[src/rtl/spf_pkg.sv]
package spf_pkg;
  // How the wildcard mask is derived from the match value.
  typedef enum logic [0:0] {
    MASK_CARRY = 1'b0,   // value XOR (value + 1)
    MASK_CHAIN = 1'b1    // AND chain over trailing ones
  } spf_mask_style_e;

  // Configuration as it is applied to one compare.
  typedef struct packed {
    logic en;
    logic span;
  } spf_mode_t;
endpackage

[src/rtl/spf_mask_gen.sv]
module spf_mask_gen
  import spf_pkg::*;
#(
  parameter int              SID_W      = 32,
  parameter spf_mask_style_e MASK_STYLE = MASK_CARRY
) (
  input  logic [SID_W-1:0] match_val,
  output logic [SID_W-1:0] ignore_mask
);

  generate
    if (MASK_STYLE == MASK_CARRY) begin : g_carry
      logic [SID_W-1:0] bumped;
      // Adding one flips the trailing ones and the first zero; XOR keeps
      // exactly those flipped bits. All ones wraps to zero: full mask.
      assign bumped      = match_val + {{(SID_W-1){1'b0}}, 1'b1};
      assign ignore_mask = match_val ^ bumped;
    end else begin : g_chain
      logic [SID_W-1:0] run;
      assign run[0] = 1'b1;
      for (genvar i = 1; i < SID_W; i++) begin : g_bit
        assign run[i] = run[i-1] & match_val[i-1];
      end
      assign ignore_mask = run;
    end
  endgenerate

endmodule

[src/rtl/spf_match.sv]
module spf_match
  import spf_pkg::*;
#(
  parameter int SID_W = 32
) (
  input  spf_mode_t        mode,
  input  logic [SID_W-1:0] match_val,
  input  logic [SID_W-1:0] ignore_mask,
  input  logic [SID_W-1:0] sid,
  output logic             hit
);

  logic [SID_W-1:0] diff;
  logic [SID_W-1:0] care;
  logic             exact_ok;
  logic             span_ok;

  assign diff     = sid ^ match_val;
  assign care     = ~ignore_mask;
  assign exact_ok = ~|diff;
  assign span_ok  = ~|(diff & care);

  always_comb begin
    if (!mode.en)        hit = 1'b1;
    else if (mode.span)  hit = span_ok;
    else                 hit = exact_ok;
  end

endmodule

[src/rtl/spf_out_reg.sv]
module spf_out_reg (
  input  logic clk,
  input  logic rst_n,
  input  logic in_valid,
  output logic in_ready,
  input  logic in_hit,
  output logic out_valid,
  input  logic out_ready,
  output logic out_hit
);

  assign in_ready = ~out_valid | out_ready;

  always_ff @(posedge clk or negedge rst_n) begin
    if (!rst_n) begin
      out_valid <= 1'b0;
      out_hit   <= 1'b0;
    end else if (in_ready) begin
      out_valid <= in_valid;
      out_hit   <= in_valid & in_hit;
    end
  end


  hit_needs_valid_chk: assert property (@(posedge clk) disable iff (!rst_n)
    out_hit |-> out_valid);


  accept_loads_chk: assert property (@(posedge clk) disable iff (!rst_n)
    (in_valid && in_ready) |=> out_valid);


  stall_holds_valid_chk: assert property (@(posedge clk) disable iff (!rst_n)
    (out_valid && !out_ready) |=> out_valid);


  stall_holds_hit_chk: assert property (@(posedge clk) disable iff (!rst_n)
    (out_valid && !out_ready) |=> $stable(out_hit));

endmodule

[src/rtl/sid_span_filter.sv]
module sid_span_filter
  import spf_pkg::*;
#(
  parameter int              SID_W      = 32,
  parameter spf_mask_style_e MASK_STYLE = MASK_CARRY
) (
  input  logic             clk,
  input  logic             rst_n,
  input  logic             cfg_filter_en,
  input  logic             cfg_span,
  input  logic [SID_W-1:0] cfg_match,
  input  logic             s_valid,
  output logic             s_ready,
  input  logic [SID_W-1:0] s_sid,
  output logic             m_valid,
  input  logic             m_ready,
  output logic             m_hit
);

  spf_mode_t        mode;
  logic [SID_W-1:0] ignore_mask;
  logic             cmp_hit;

  assign mode.en   = cfg_filter_en;
  assign mode.span = cfg_span;

  spf_mask_gen #(
    .SID_W      (SID_W),
    .MASK_STYLE (MASK_STYLE)
  ) u_mask (
    .match_val   (cfg_match),
    .ignore_mask (ignore_mask)
  );

  spf_match #(
    .SID_W (SID_W)
  ) u_match (
    .mode        (mode),
    .match_val   (cfg_match),
    .ignore_mask (ignore_mask),
    .sid         (s_sid),
    .hit         (cmp_hit)
  );

  spf_out_reg u_out (
    .clk       (clk),
    .rst_n     (rst_n),
    .in_valid  (s_valid),
    .in_ready  (s_ready),
    .in_hit    (cmp_hit),
    .out_valid (m_valid),
    .out_ready (m_ready),
    .out_hit   (m_hit)
  );


  all_ones_span_chk: assert property (@(posedge clk) disable iff (!rst_n)
    (cfg_filter_en && cfg_span && (&cfg_match) && s_valid) |-> cmp_hit);


  bypass_hit_chk: assert property (@(posedge clk) disable iff (!rst_n)
    (!cfg_filter_en && s_valid) |-> cmp_hit);


  mask_bottom_chk: assert property (@(posedge clk) disable iff (!rst_n)
    s_valid |-> ignore_mask[0]);

endmodule

[config.mk]
export PLATFORM = sky130hd
export DESIGN_NAME = sid_span_filter
export DESIGN_NICKNAME = d
export VERILOG_FILES = /design/src/rtl/spf_pkg.sv /design/src/rtl/spf_mask_gen.sv /design/src/rtl/spf_match.sv /design/src/rtl/spf_out_reg.sv /design/src/rtl/sid_span_filter.sv
export SDC_FILE = /design/constraint.sdc
export NUM_CORES = 1
export LEC_CHECK = 0
export BUFFER_PORTS_ARGS = -buffer_cell sky130_fd_sc_hd__buf_4
export CAP_MARGIN = 5
export CORE_MARGIN = 8
export CORE_UTILIZATION = 42
export CTS_CLUSTER_DIAMETER = 150
export DETAILED_ROUTE_END_ITERATION = 12
export PLACE_DENSITY = 0.93
export SETUP_SLACK_MARGIN = 0.05
export SLEW_MARGIN = 20
export SYNTH_ARGS = -nofsm -noshare
export SYNTH_HDL_FRONTEND = slang
export SYNTH_SLANG_ARGS = --single-unit
[constraint.sdc]
create_clock -name clk -period 1.8 [get_ports clk]
set_clock_uncertainty 0.15 [all_clocks]
set_input_delay 0 -clock clk [delete_from_list [all_inputs] [get_ports clk]]
set_output_delay 0 -clock clk [all_outputs]
set_load 0.05 [all_outputs]
==> results of run 1 <==
## power breakdown
group | internal [W] | switching, W | leakage (nW)
Sequential | 0.0000495 | 0.00000273 | 0.0222
Clock | 0.0000827 | 0.0000335 | 0.0150
Combinational | 0.000213 | 0.000210 | 0.779
## registers in the layout, summed over array words and instances, names as in the netlist
name,count
u_out.out_hit,1
u_out.out_valid,1
## worst max-delay path: stages (launching register included)
cell and delay (ns):
dfrtp_2 0.41, nand2b_4 0.08, nand3_4 0.07, nor4_4 0.21, nand4_1 0.17, a2111oi_2 0.32
and3_1 0.25, a31o_1 0.17
## cells by family after synthesis
logic type      synth area share
simple gates               0.430
flops                     0.0470
xor+xnor                   0.255
buf+inv                   0.0223
fa+ha+maj                 0.0117
compound gates             0.235
## layer usage
metal	up-vias	part of all wire	GRT usage
met5	-	0	0
met1	721	0.37	0.237
li1	771	-	-
met4	0	0.033	0.0933
met2	126	0.47	0.346
met3	20	0.13	0.0797
## path summary, 6_finish.rpt
| check | startpoint | to | slack (ns) | cells past startpoint |
|---|---|---|---|---|
| hold / removal | cfg_filter_en | u_out.out_hit | 0.12 | 5 |
| hold reg to reg | u_out.out_hit | u_out.out_hit | 0.55 | 3 |
| max in group asynchronous | rst_n | u_out.out_hit | 0.84 | 3 |
| setup / recovery | u_out.out_valid | u_out.out_hit | -0.11 | 7 |
| min in group asynchronous | rst_n | u_out.out_valid | 0.50 | 3 |
| setup reg to reg | u_out.out_valid | u_out.out_hit | -0.11 | 7 |
## cell usage after synthesis (2+ instances only)
library cell and number:
nor4_1 4, nor4b_1 2, xnor2_1 7, nand2b_1 3
inv_1 3, o21ai_0 5, a2111oi_0 2, and3_1 3
nand3_1 14, nor2_1 15, nand4_1 5, a21oi_1 5
and2_1 2, nor3_1 2, and4_1 5, xor2_1 24
a21boi_1 2, nand2_1 15, dfrtp_1 2, o211ai_1 2
o32ai_1 2, a211oi_1 3
## final cells by class
cell class | instances | area share
Multi-Input combinational cell | 145 | 0.557
Timing Repair Buffer | 92 | 0.375
Sequential cell | 2 | 0.0275
Tap cell | 30 | 0.0201
Clock buffer | 4 | 0.0141
Inverter | 3 | 0.00603
## metrics by stage
| stage | std cells | setup slack [ns] | setup TNS [ns] |
|---|---|---|---|
| 6_report | 276 | -0.111 | -0.111 |
| 5_1_grt | 276 | -0.263 | -0.263 |
| 4_1_cts | 275 | 0.0308 | 0 |
| 3_5_place_dp | 267 | -0.227 | -0.227 |
| 3_3_place_gp | 267 | -0.142 | -0.142 |
| 2_1_floorplan | 152 | -0.000203 | -0.000203 |
## what timing repair did
item | CTS | global route
endpoints found under the hold margin | 3 | 0
pin swaps | 1 | 6
hold buffers | 4 | 0
endpoints found under the setup margin | 1 | 1
setup buffers | 0 | 1
resized for setup | 1 | 3
==> metrics.md, run 1 <==
| Metric | Value |
|---|---|
| Status | finished with violations |
| Violated checks | setup timing |
| Top cell type's share of synthesized area | 0.197 |
| Mapped Cells | 152 |
| Starting Density | 0.438 |
| DR vias/cell | 5.93 |
| Unrepaired setup endpoints after global routing | yes |
| Pin count of the biggest net entering global routing | 7 |
| DRC viols | 0 |
| Final critical-path setup slack | -0.111 ns |
| Max-slew violation count | 0 |
| Die W | 66.4 um |
| First-pass GRT wire length | 7.48 mm |
| Critical-path maximum fanout | 2 |
| H-tree depth | 1 |
| Reg area | approximately 51 um2 |
| Top FF cell, synth | dfrtp_1 |
| Pwr/cell area | 317 mW/mm2 |
| Cell variety after synth | between 40 and 50 |
| Wire length per cell | 17.6 um |
| Seq/Total Area, Yosys | 0.0469 |
| Synth Warn # | 0 |
| Cell area after synthesis | 0.00107 mm2 |
| Dpl cell area | 0.00176 mm2 |
| Startpoint Class | flop |
| Fillers | 199 |
| Max Cap Viol | 0 |
| Most common cell after layout, fill and taps aside | buf_4 |
| Synth area leaders | xor2_1, nand3_1, xnor2_1 |
| Synth async-reset ratio | 1.00 |
| DRT iter0 DRCs | 150 |
| GRT Util Overall | 0.211 |
| Longest Clk Path Bufs | 2 |
| Syn Nets | 223 |
| HP Class | in -> reg |
| Vias in the first global route | 1625 |
| DIE AREA | 0.00441 mm2 |
| Headroom to the max-slew limit | 0.683 |
| Final min period | 1.91 ns |
| Total Nets Final | 318 |
| Crit share post-route | 1.06 |
| Crit. End Element | flop |
| Avg Inst Size Synth | about 7 um2 |
| Std-Cell Rows | 18 |
| Routed Antenna Nets | 0 |
| Ant diodes | 0 |
| Clock sink total | 2 |
| Root buffer cell | clkbuf_4 |
| CTS Buf Count | 3 |
| Maximum clock rate | 0.523 GHz |
| WP data arrival | 1.92 ns |
| Placer Congestion | 0.886 |
| Die H | 66.4 um |
| Core Region | 0.00243 mm2 |
| Routed WL | around 5 mm |
| Peak VDD IR | 0.000264 V |
| Setup-failing EPs final | 1 |
| Synth area leader | xor2_1 |
| EDFF count, synth | 0 |
| DRT Pass-1 Iters | 5 |
| Pwr Total | 0.000591 W |
| Critical path class | reg -> reg |
| CTS clk-pin slew, worst paths | 0.04 ns |
| CTS tree | done |
| Share of cells above drive strength 1 | 0.423 |
| Post-DP HPWL | 3.86 mm |
| Final instance area | between 0.0015 and 0.002 mm2 |
| Via count | 1638 |
| Clock Latency Late Sink | 0.24 ns |
| Yosys reg bits | 2 |
| Smallest hold slack | 0.124 ns |
| Multi-input logic area | 0.00104 mm2 |
| I/O Buffers | 72 |
| Slew @ Worst Pin | 0.474 ns |
| Most frequent cells in the layout | buf_4, xor2_1, nor2_1, nand2_1, nand3_1 |
| Req. time, crit path | 1.81 ns |
| GR Overflow Total | 0 |
| Top-Level Pins | 73 |
| P_leak | between 0.8 and 0.9 nW |
| Final hold violations | 0 |
| Initial antenna violation count | 0 |
| Syn-to-layout area delta | 75.1% |
| Final core utilization | 0.767 |
Note: power is estimated with default switching activity, not from simulation.
==> run 2, diff against run 1 <==
--- a/config.mk
+++ b/config.mk
@@ -11,9 +11,11 @@
 export CORE_UTILIZATION = 42
 export CTS_CLUSTER_DIAMETER = 150
 export DETAILED_ROUTE_END_ITERATION = 12
+export MAX_ROUTING_LAYER = met4
 export PLACE_DENSITY = 0.93
 export SETUP_SLACK_MARGIN = 0.05
 export SLEW_MARGIN = 20
 export SYNTH_ARGS = -nofsm -noshare
 export SYNTH_HDL_FRONTEND = slang
+export SYNTH_HIERARCHICAL = 1
 export SYNTH_SLANG_ARGS = --single-unit
==> run 2 against run 1 <==
The run still ends with setup timing left. Worst hold slack better by 0.16 ns. Clock-buffer cell count down 1. Register-to-register slack better by 0.51 ns. Total power up 3.8%. Flip-flop and latch count unchanged. Clock power down 10%. Die area up 1.1%. Global-route usage up 4.4 points. Highest routed layer unchanged. Non-clock buffer count up 21. Setup slack worse by 0.058 ns.
==> metrics.md, run 2 <==
| Metric | Value |
|---|---|
| Status | finished with violations |
| Violated checks | setup timing |
| Setup-failing EPs final | 1 (unchanged) |
| Setup TNS | -0.168 ns (-0.0577 ns) |
| DIE AREA | 0.00445 mm2 (+1.1%) |
| P_leak | 0.900 nW (+10%) |
| Routed WL | 5.91 mm (+22%) |
| Mapped Cells | 153 (+0.66%) |
| Longest Clk Path Bufs | 2 (unchanged) |
| Total Nets Final | 338 (+6.3%) |
| DRT iter0 DRCs | 189 (+26%) |
| Final core utilization | 0.834 (+0.0669) |
| Crit share post-route | 1.09 (+0.0320) |
| CTS Buf Count | 3 (unchanged) |
| Die W | 66.7 um (+0.53%) |
| Final critical-path setup slack | -0.168 ns (-0.0577 ns) |
| DP Worst Slack | -0.297 ns (-0.0699 ns) |
| Max Cap Viol | 0 (unchanged) |
| Critical path class | in -> reg |
| CTS clk-pin slew, worst paths | 0.03 ns (about the same) |
| Initial antenna violation count | 0 (unchanged) |
| Top FF cell, synth | dfrtp_1 |
| Smallest hold slack | 0.288 ns (+0.164 ns) |
| Critical-path maximum fanout | 4 (+2) |
| Largest regs | u_out/out_hit (1), u_out/out_valid (1) |
| Ant diodes | 0 (unchanged) |
| Req. time, crit path | 1.78 ns (-0.03 ns) |
| Hold_sp | cfg_span |
| DRT Pass-1 Iters | 9 (+4) |
| R2R Path End | u_out/out_valid |
| Syn-to-layout area delta | 89.5% |
| Top cell type's share of synthesized area | 0.219 (+0.0216) |
| Max-slew violation count | 0 (unchanged) |
| Hold endpoint | u_out/out_hit |
| Share of cells above drive strength 1 | 0.506 (+0.0829) |
| Avg Inst Size Synth | 7.07 um2 (+0.75%) |
| Syn Nets | 224 (+0.45%) |
| Top-count cell post-synth | xnor2_1 |
| Placer Congestion | 1.08 (+22%) |
| Cell variety after synth | 38 (-19%) |
| Worst reg2reg startpoint | u_out/out_valid |
| Synth area leader | xnor2_1 |
| Placed insts | 284 (+6.4%) |
| Synth Warn # | 6 (+6) |
| Die H | 66.7 um (+0.53%) |
| Startpoint Class | input pin |
| Synth async-reset ratio | 1.00 (unchanged) |
| Most common cell after layout, fill and taps aside | buf_4 |
| Final min period | 1.97 ns (+0.0577 ns) |
| Starting Density | 0.440 (+0.00210) |
| Routed Antenna Nets | 0 (unchanged) |
| Pin count of the biggest net entering global routing | 9 (+2) |
| GRT Util Overall | 0.255 (+0.0441) |
| WP data arrival | 1.95 ns (+0.03 ns) |
| Synth area leaders | xnor2_1, o22ai_1, nand4_1 |
| Clock Latency Late Sink | 0.23 ns (about the same) |
| R2R cell count | 3 (-4) |
| Most frequent cells in the layout | buf_4, xnor2_1, o22ai_1 |
| Post-Layout Cell Count | 295 (+6.9%) |
| GR Overflow Total | 0 (unchanged) |
| HP Class | in -> reg |
| Std-Cell Rows | 18 (unchanged) |
| Root buffer cell | clkbuf_4 |
| DRC viols | 0 (unchanged) |
| Post-DP HPWL | 4.10 mm (+6.1%) |
| R2r setup slk | 0.40 ns (+0.51 ns) |
| H-tree depth | 1 (unchanged) |
| Hold Path Stages | 6 (+1) |
| First-pass GRT wire length | 8.80 mm (+18%) |
| Unrepaired setup endpoints after global routing | yes |
| Crit. End Element | flop |
| Vias in the first global route | 1867 (+15%) |
| Peak VDD IR | 0.000245 V (-7.4%) |
| Maximum clock rate | 0.508 GHz (-2.9%) |
| Top-Level Pins | 73 (unchanged) |
| DR vias/cell | 6.38 (+7.5%) |
| Core Region | 0.00245 mm2 (+0.93%) |
| I/O Buffers | 72 (unchanged) |
| Pwr/cell area | 300 mW/mm2 (-5.4%) |
| Final hold violations | 0 (unchanged) |
| Wire length per cell | 20.0 um (+14%) |
| Seq/Total Area, Yosys | 0.0463 (-0.000652) |
| CTS tree | done |
| Yosys reg bits | 2 (unchanged) |
| Via count | 1882 (+15%) |
| Cell area after synthesis | 0.00108 mm2 (+1.4%) |
| Top post-synthesis cells by count | xnor2_1, nand2_1, o22ai_1, nand4_1 |
| Clock sink total | 2 (unchanged) |
| EDFF count, synth | 0 (unchanged) |
==> run 2: cell types whose count changed after synthesis, sizes merged, moves of 4 or more <==
| cell | before | now |
|---|---|---|
| a21oi | 5 | 0 |
| and3 | 3 | 7 |
| nand3 | 15 | 9 |
| nand4 | 6 | 11 |
| nor2 | 15 | 9 |
| nor3 | 3 | 10 |
| nor4 | 4 | 10 |
| o21ai | 5 | 1 |
| o22ai | 1 | 11 |
| xnor2 | 7 | 27 |
| xor2 | 24 | 6 |
==> run 2: critical path, cell delays in order <==
cell and delay, ns:
buf_6 0.09, and4_2 0.29, nand2_1 0.11, buf_4 0.16
nor4_1 0.22, nand2b_1 0.15, o2111ai_1 0.11, nor4_1 0.35
a21o_1 0.20, nand2_2 0.06, mux2i_1 0.19
==> run 2: timing repair <==
item	in CTS	in global routing
hold endpoints to repair	4	0
pin swaps	9	3
gates resized for setup	14	5
setup buffers	3	0
endpoints found under the setup margin	1	1
hold buffers	5	0
==> run 2: worst max path at each step <==
stage | start | to | slack, ns
finish | cfg_match[0] | u_out/out_hit | -0.17
global route | cfg_match[1] | u_out/out_hit | -0.16
CTS | cfg_match[1] | u_out/out_hit | 0.06
detailed placement | cfg_match[1] | u_out/out_hit | -0.30
global placement | cfg_match[8] | u_out/out_hit | -0.11
floorplan | cfg_match[0] | u_out/out_hit | 0.12
==> run 2: cell type report <==
| cell class | count | area, um2 |
|---|---|---|
| Sequential cell | 2 | 50.0 |
| Inverter | 6 | 22.5 |
| Timing Repair Buffer | 113 | 876 |
| Clock buffer | 3 | 22.5 |
| Fill cell | 145 | 407 |
| Multi-Input combinational cell | 141 | 1040 |
| Tap cell | 30 | 37.5 |
==> run 2: metrics by stage <==
step | power, W | area (um2)
3_3_place_gp | 0.000448 | 1880
5_1_grt | 0.000641 | 2050
2_1_floorplan | 0.000220 | 1080
3_5_place_dp | 0.000456 | 1880
6_report | 0.000614 | 2050
4_1_cts | 0.000582 | 2030
==> run 2: logic make-up after synthesis <==
kind of cell               synth area share
adders and majority gates            0.0116
muxes                               0.00926
xor gates and xnor gates              0.267
AOI/OAI and AO/OA                     0.106
and+or+nand+nor                       0.513
DFF                                  0.0463
other                               0.00347
buffers and inverters                0.0428
==> run 2: layer usage <==
layer | vias to the layer above | part of all wire | track usage
met3 | 49 | 0.12 | 0.0503
met4 | 0 | 0.054 | 0.144
li1 | 805 | - | -
met5 | - | 0 | -
met1 | 835 | 0.36 | 0.295
met2 | 193 | 0.47 | 0.401
==> run 2: power breakdown <==
group / total, W / switching (W) / internal [W] / leakage (nW)
sequential: 0.0000521 / 0.00000324 / 0.0000488 / 0.0237
combinational: 0.000457 / 0.000215 / 0.000243 / 0.863
clock: 0.000104 / 0.0000302 / 0.0000740 / 0.0138
==> run 3, diff against run 2 <==
--- a/config.mk
+++ b/config.mk
@@ -5,14 +5,15 @@
 export SDC_FILE = /design/constraint.sdc
 export NUM_CORES = 1
 export LEC_CHECK = 0
-export BUFFER_PORTS_ARGS = -buffer_cell sky130_fd_sc_hd__buf_4
 export CAP_MARGIN = 5
 export CORE_MARGIN = 8
-export CORE_UTILIZATION = 42
+export CORE_UTILIZATION = 64
 export CTS_CLUSTER_DIAMETER = 150
 export DETAILED_ROUTE_END_ITERATION = 12
+export DONT_BUFFER_PORTS = 1
 export MAX_ROUTING_LAYER = met4
-export PLACE_DENSITY = 0.93
+export PLACE_DENSITY = 0.92
+export RECOVER_POWER = 100
 export SETUP_SLACK_MARGIN = 0.05
 export SLEW_MARGIN = 20
 export SYNTH_ARGS = -nofsm -noshare
==> run 3 against run 2 <==
Non-clock buffer count shrank 95. Clock-buffer cell count is the same. The run still ends with setup timing left. Combinational power shrank 49%. Setup slack gained 0.16 ns.
==> metrics.md, run 3 (synthesis gave the netlist of run 2 again) <==
| Metric | Value |
|---|---|
| Status | finished with violations |
| Violated checks | setup timing |
| CTS tree | done |
| Starting Density | 0.655 (+0.214) |
| Wire length per cell | 23.4 um (+17%) |
| Top-Level Pins | 73 (unchanged) |
| CTS clk-pin slew, worst paths | 0.03 ns (about the same) |
| Routed Antenna Nets | 0 (unchanged) |
| Critical-path maximum fanout | 6 (+2) |
| DRT iter0 DRCs | 83 (-56%) |
| Crit share post-route | 1.00 (-0.0911) |
| Longest Clk Path Bufs | 2 (unchanged) |
| Total Nets Final | 243 (-28%) |
| Post-DP HPWL | 3.33 mm (-19%) |
| Pin count of the biggest net entering global routing | 9 (unchanged) |
| Routed WL | 4.38 mm (-26%) |
| Busiest grt layer | met2 |
| Crit path to | u_out/out_hit |
| Met3 usage | 0.0754 (+0.0251) |
| Peak VDD IR | 0.000167 V (-32%) |
| Worst reg2reg startpoint | u_out/out_valid |
| Via count | 1355 (-28%) |
| P_leak | 0.472 nW (-48%) |
| Headroom to the max-slew limit | 0.602 |
| R2R cell count | 3 (unchanged) |
| Final hold violations | 0 (unchanged) |
| Die H | 57.1 um (-14%) |
| Slowest Stage Delay on Critical Path | 0.32 ns (-0.03 ns) |
| Clock Latency Late Sink | 0.24 ns (about the same) |
| GRT Util Overall | 0.253 (-0.00193) |
| Unrepaired setup endpoints after global routing | yes |
| CTS Buf Count | 3 (unchanged) |
| Post-Layout Cell Count | 187 (-37%) |
| CP Cell Sequence | ha_4 -> and3_4 -> buf_6 -> nand2_4 -> nor3_4 -> o22ai_2 -> a211oi_2 -> nand4_1 -> nor4_1 -> a21o_1 -> nand2_1 -> mux2i_1 |
| DRT Pass-1 Iters | 4 (-5) |
| Critical Path Source | cfg_match[1] |
| Multi-input logic area | 0.00107 mm2 (+2.8%) |
| Crit. End Element | flop |
| Req. time, crit path | 1.80 ns (+0.02 ns) |
| Placer Congestion | 0.971 (-9.9%) |
| Crit path depth | 12 (+1) |
| Root buffer cell | clkbuf_4 |
| Setup-failing EPs final | 1 (unchanged) |
| Setup TNS | -0.00440 ns (+0.164 ns) |
| GR Overflow Total | 0 (unchanged) |
| R2R Path End | u_out/out_valid |
| Die W | 57.1 um (-14%) |
| DR vias/cell | 7.25 (+14%) |
| WP buf/inv | 1 (-1) |
| HP Class | in -> reg |
| Max-slew violation count | 0 (unchanged) |
| Critical path class | in -> reg |
| Final min period | 1.80 ns (-0.164 ns) |
| Most common cell after layout, fill and taps aside | xnor2_1 |
| I/O Buffers | 0 (-100%) |
| Met2 Usage GRT | 0.425 (+0.0234) |
| Share of cells above drive strength 1 | 0.229 (-0.276) |
| Startpoint Class | input pin |
| Reg area | 50.0 um2 (unchanged) |
| Maximum clock rate | 0.554 GHz (+9.1%) |
| DIE AREA | 0.00326 mm2 (-27%) |
| Largest regs | u_out/out_hit (1), u_out/out_valid (1) |
| Pwr/cell area | 302 mW/mm2 (+0.75%) |
| Smallest hold slack | 0.0961 ns (-0.192 ns) |
| Met1 global-route usage | 0.283 (-0.0122) |
| Critical-path top delay cell | nor4_1 |
| Syn-to-layout area delta | 23.6% |
| Placed insts | 177 (-38%) |
| Final critical-path setup slack | -0.00440 ns (+0.164 ns) |
| Core Region | 0.00165 mm2 (-33%) |
| Std-Cell Rows | 15 (-3) |
| Ant diodes | 0 (unchanged) |
| First-pass GRT wire length | 6.71 mm (-24%) |
| Initial antenna violation count | 0 (unchanged) |
| WP data arrival | 1.80 ns (-0.15 ns) |
| Slew @ Worst Pin | 0.600 ns |
| Clock sink total | 2 (unchanged) |
| Max Cap Viol | 0 (unchanged) |
| Vias in the first global route | 1424 (-24%) |
| Most frequent cells in the layout | xnor2_1, nand2_1, nand4_1, buf_4, o22ai_1 |
| H-tree depth | 1 (unchanged) |
| DRC viols | 0 (unchanged) |
| Fillers | 117 (-19%) |
| R2r setup slk | 0.23 ns (-0.17 ns) |
| Largest delay contributor family on the critical path | simple AND/OR/NAND/NOR gates |
==> run 3: report_power, final <==
group	switching, W	leakage (nW)	internal (W)
Combinational	0.000126	0.434	0.000109
Clock	0.0000347	0.0138	0.0000743
Sequential	0.0000107	0.0237	0.0000487
==> run 3: routing by layer <==
layer  wire, um  vias to the layer above  share of wire
met5          0                        -              0
met4        101                        0          0.023
met3        488                       14           0.11
met2       2270                       97           0.52
met1       1510                      632           0.35
li1           -                      612              -
==> run 3: worst min path at each step <==
stage                             start  cells past startpoint  slack [ns]       endpoint
after floorplan                   rst_n                      0       -0.45  u_out/out_hit
after global placement            rst_n                      0       -0.45  u_out/out_hit
after detailed placement          rst_n                      0       -0.45  u_out/out_hit
after CTS                 cfg_filter_en                      5        0.05  u_out/out_hit
after global routing           cfg_span                      5         0.1  u_out/out_hit
final                          cfg_span                      5         0.1  u_out/out_hit
==> run 3: tightest hold or removal path: stages <==
cell and delay (ns):
o21ai_0 0.07, nor4_1 0.07, a21o_1 0.16, nand2_1 0.06
mux2i_1 0.07
==> run 3: what timing repair did <==
| item | CTS | global route |
|---|---|---|
| buffers inserted | 0 | 2 |
| gates resized for setup | 0 | 20 |
| setup endpoints to repair | 0 | 1 |
| hold endpoints to repair | 4 | 0 |
| hold buffers | 5 | 0 |
==> run 3: layout make-up <==
class                           instances  share of cell area
Timing Repair Buffer                   18               0.113
Tap cell                               17              0.0159
Clock buffer                            3              0.0169
Sequential cell                         2              0.0375
Multi-Input combinational cell        141               0.800
Inverter                                6              0.0169
==> run 3: stage by stage <==
stage,cell area [um2],setup slack (ns),power [W],util
2_1_floorplan,1080,0.122,0.000220,-
3_3_place_gp,1160,-0.168,0.000259,0.703
3_5_place_dp,1160,-0.165,0.000258,0.703
4_1_cts,1230,0.0510,0.000365,0.747
5_1_grt,1340,-0.00750,0.000430,0.809
6_report,1340,-0.00440,0.000403,0.809
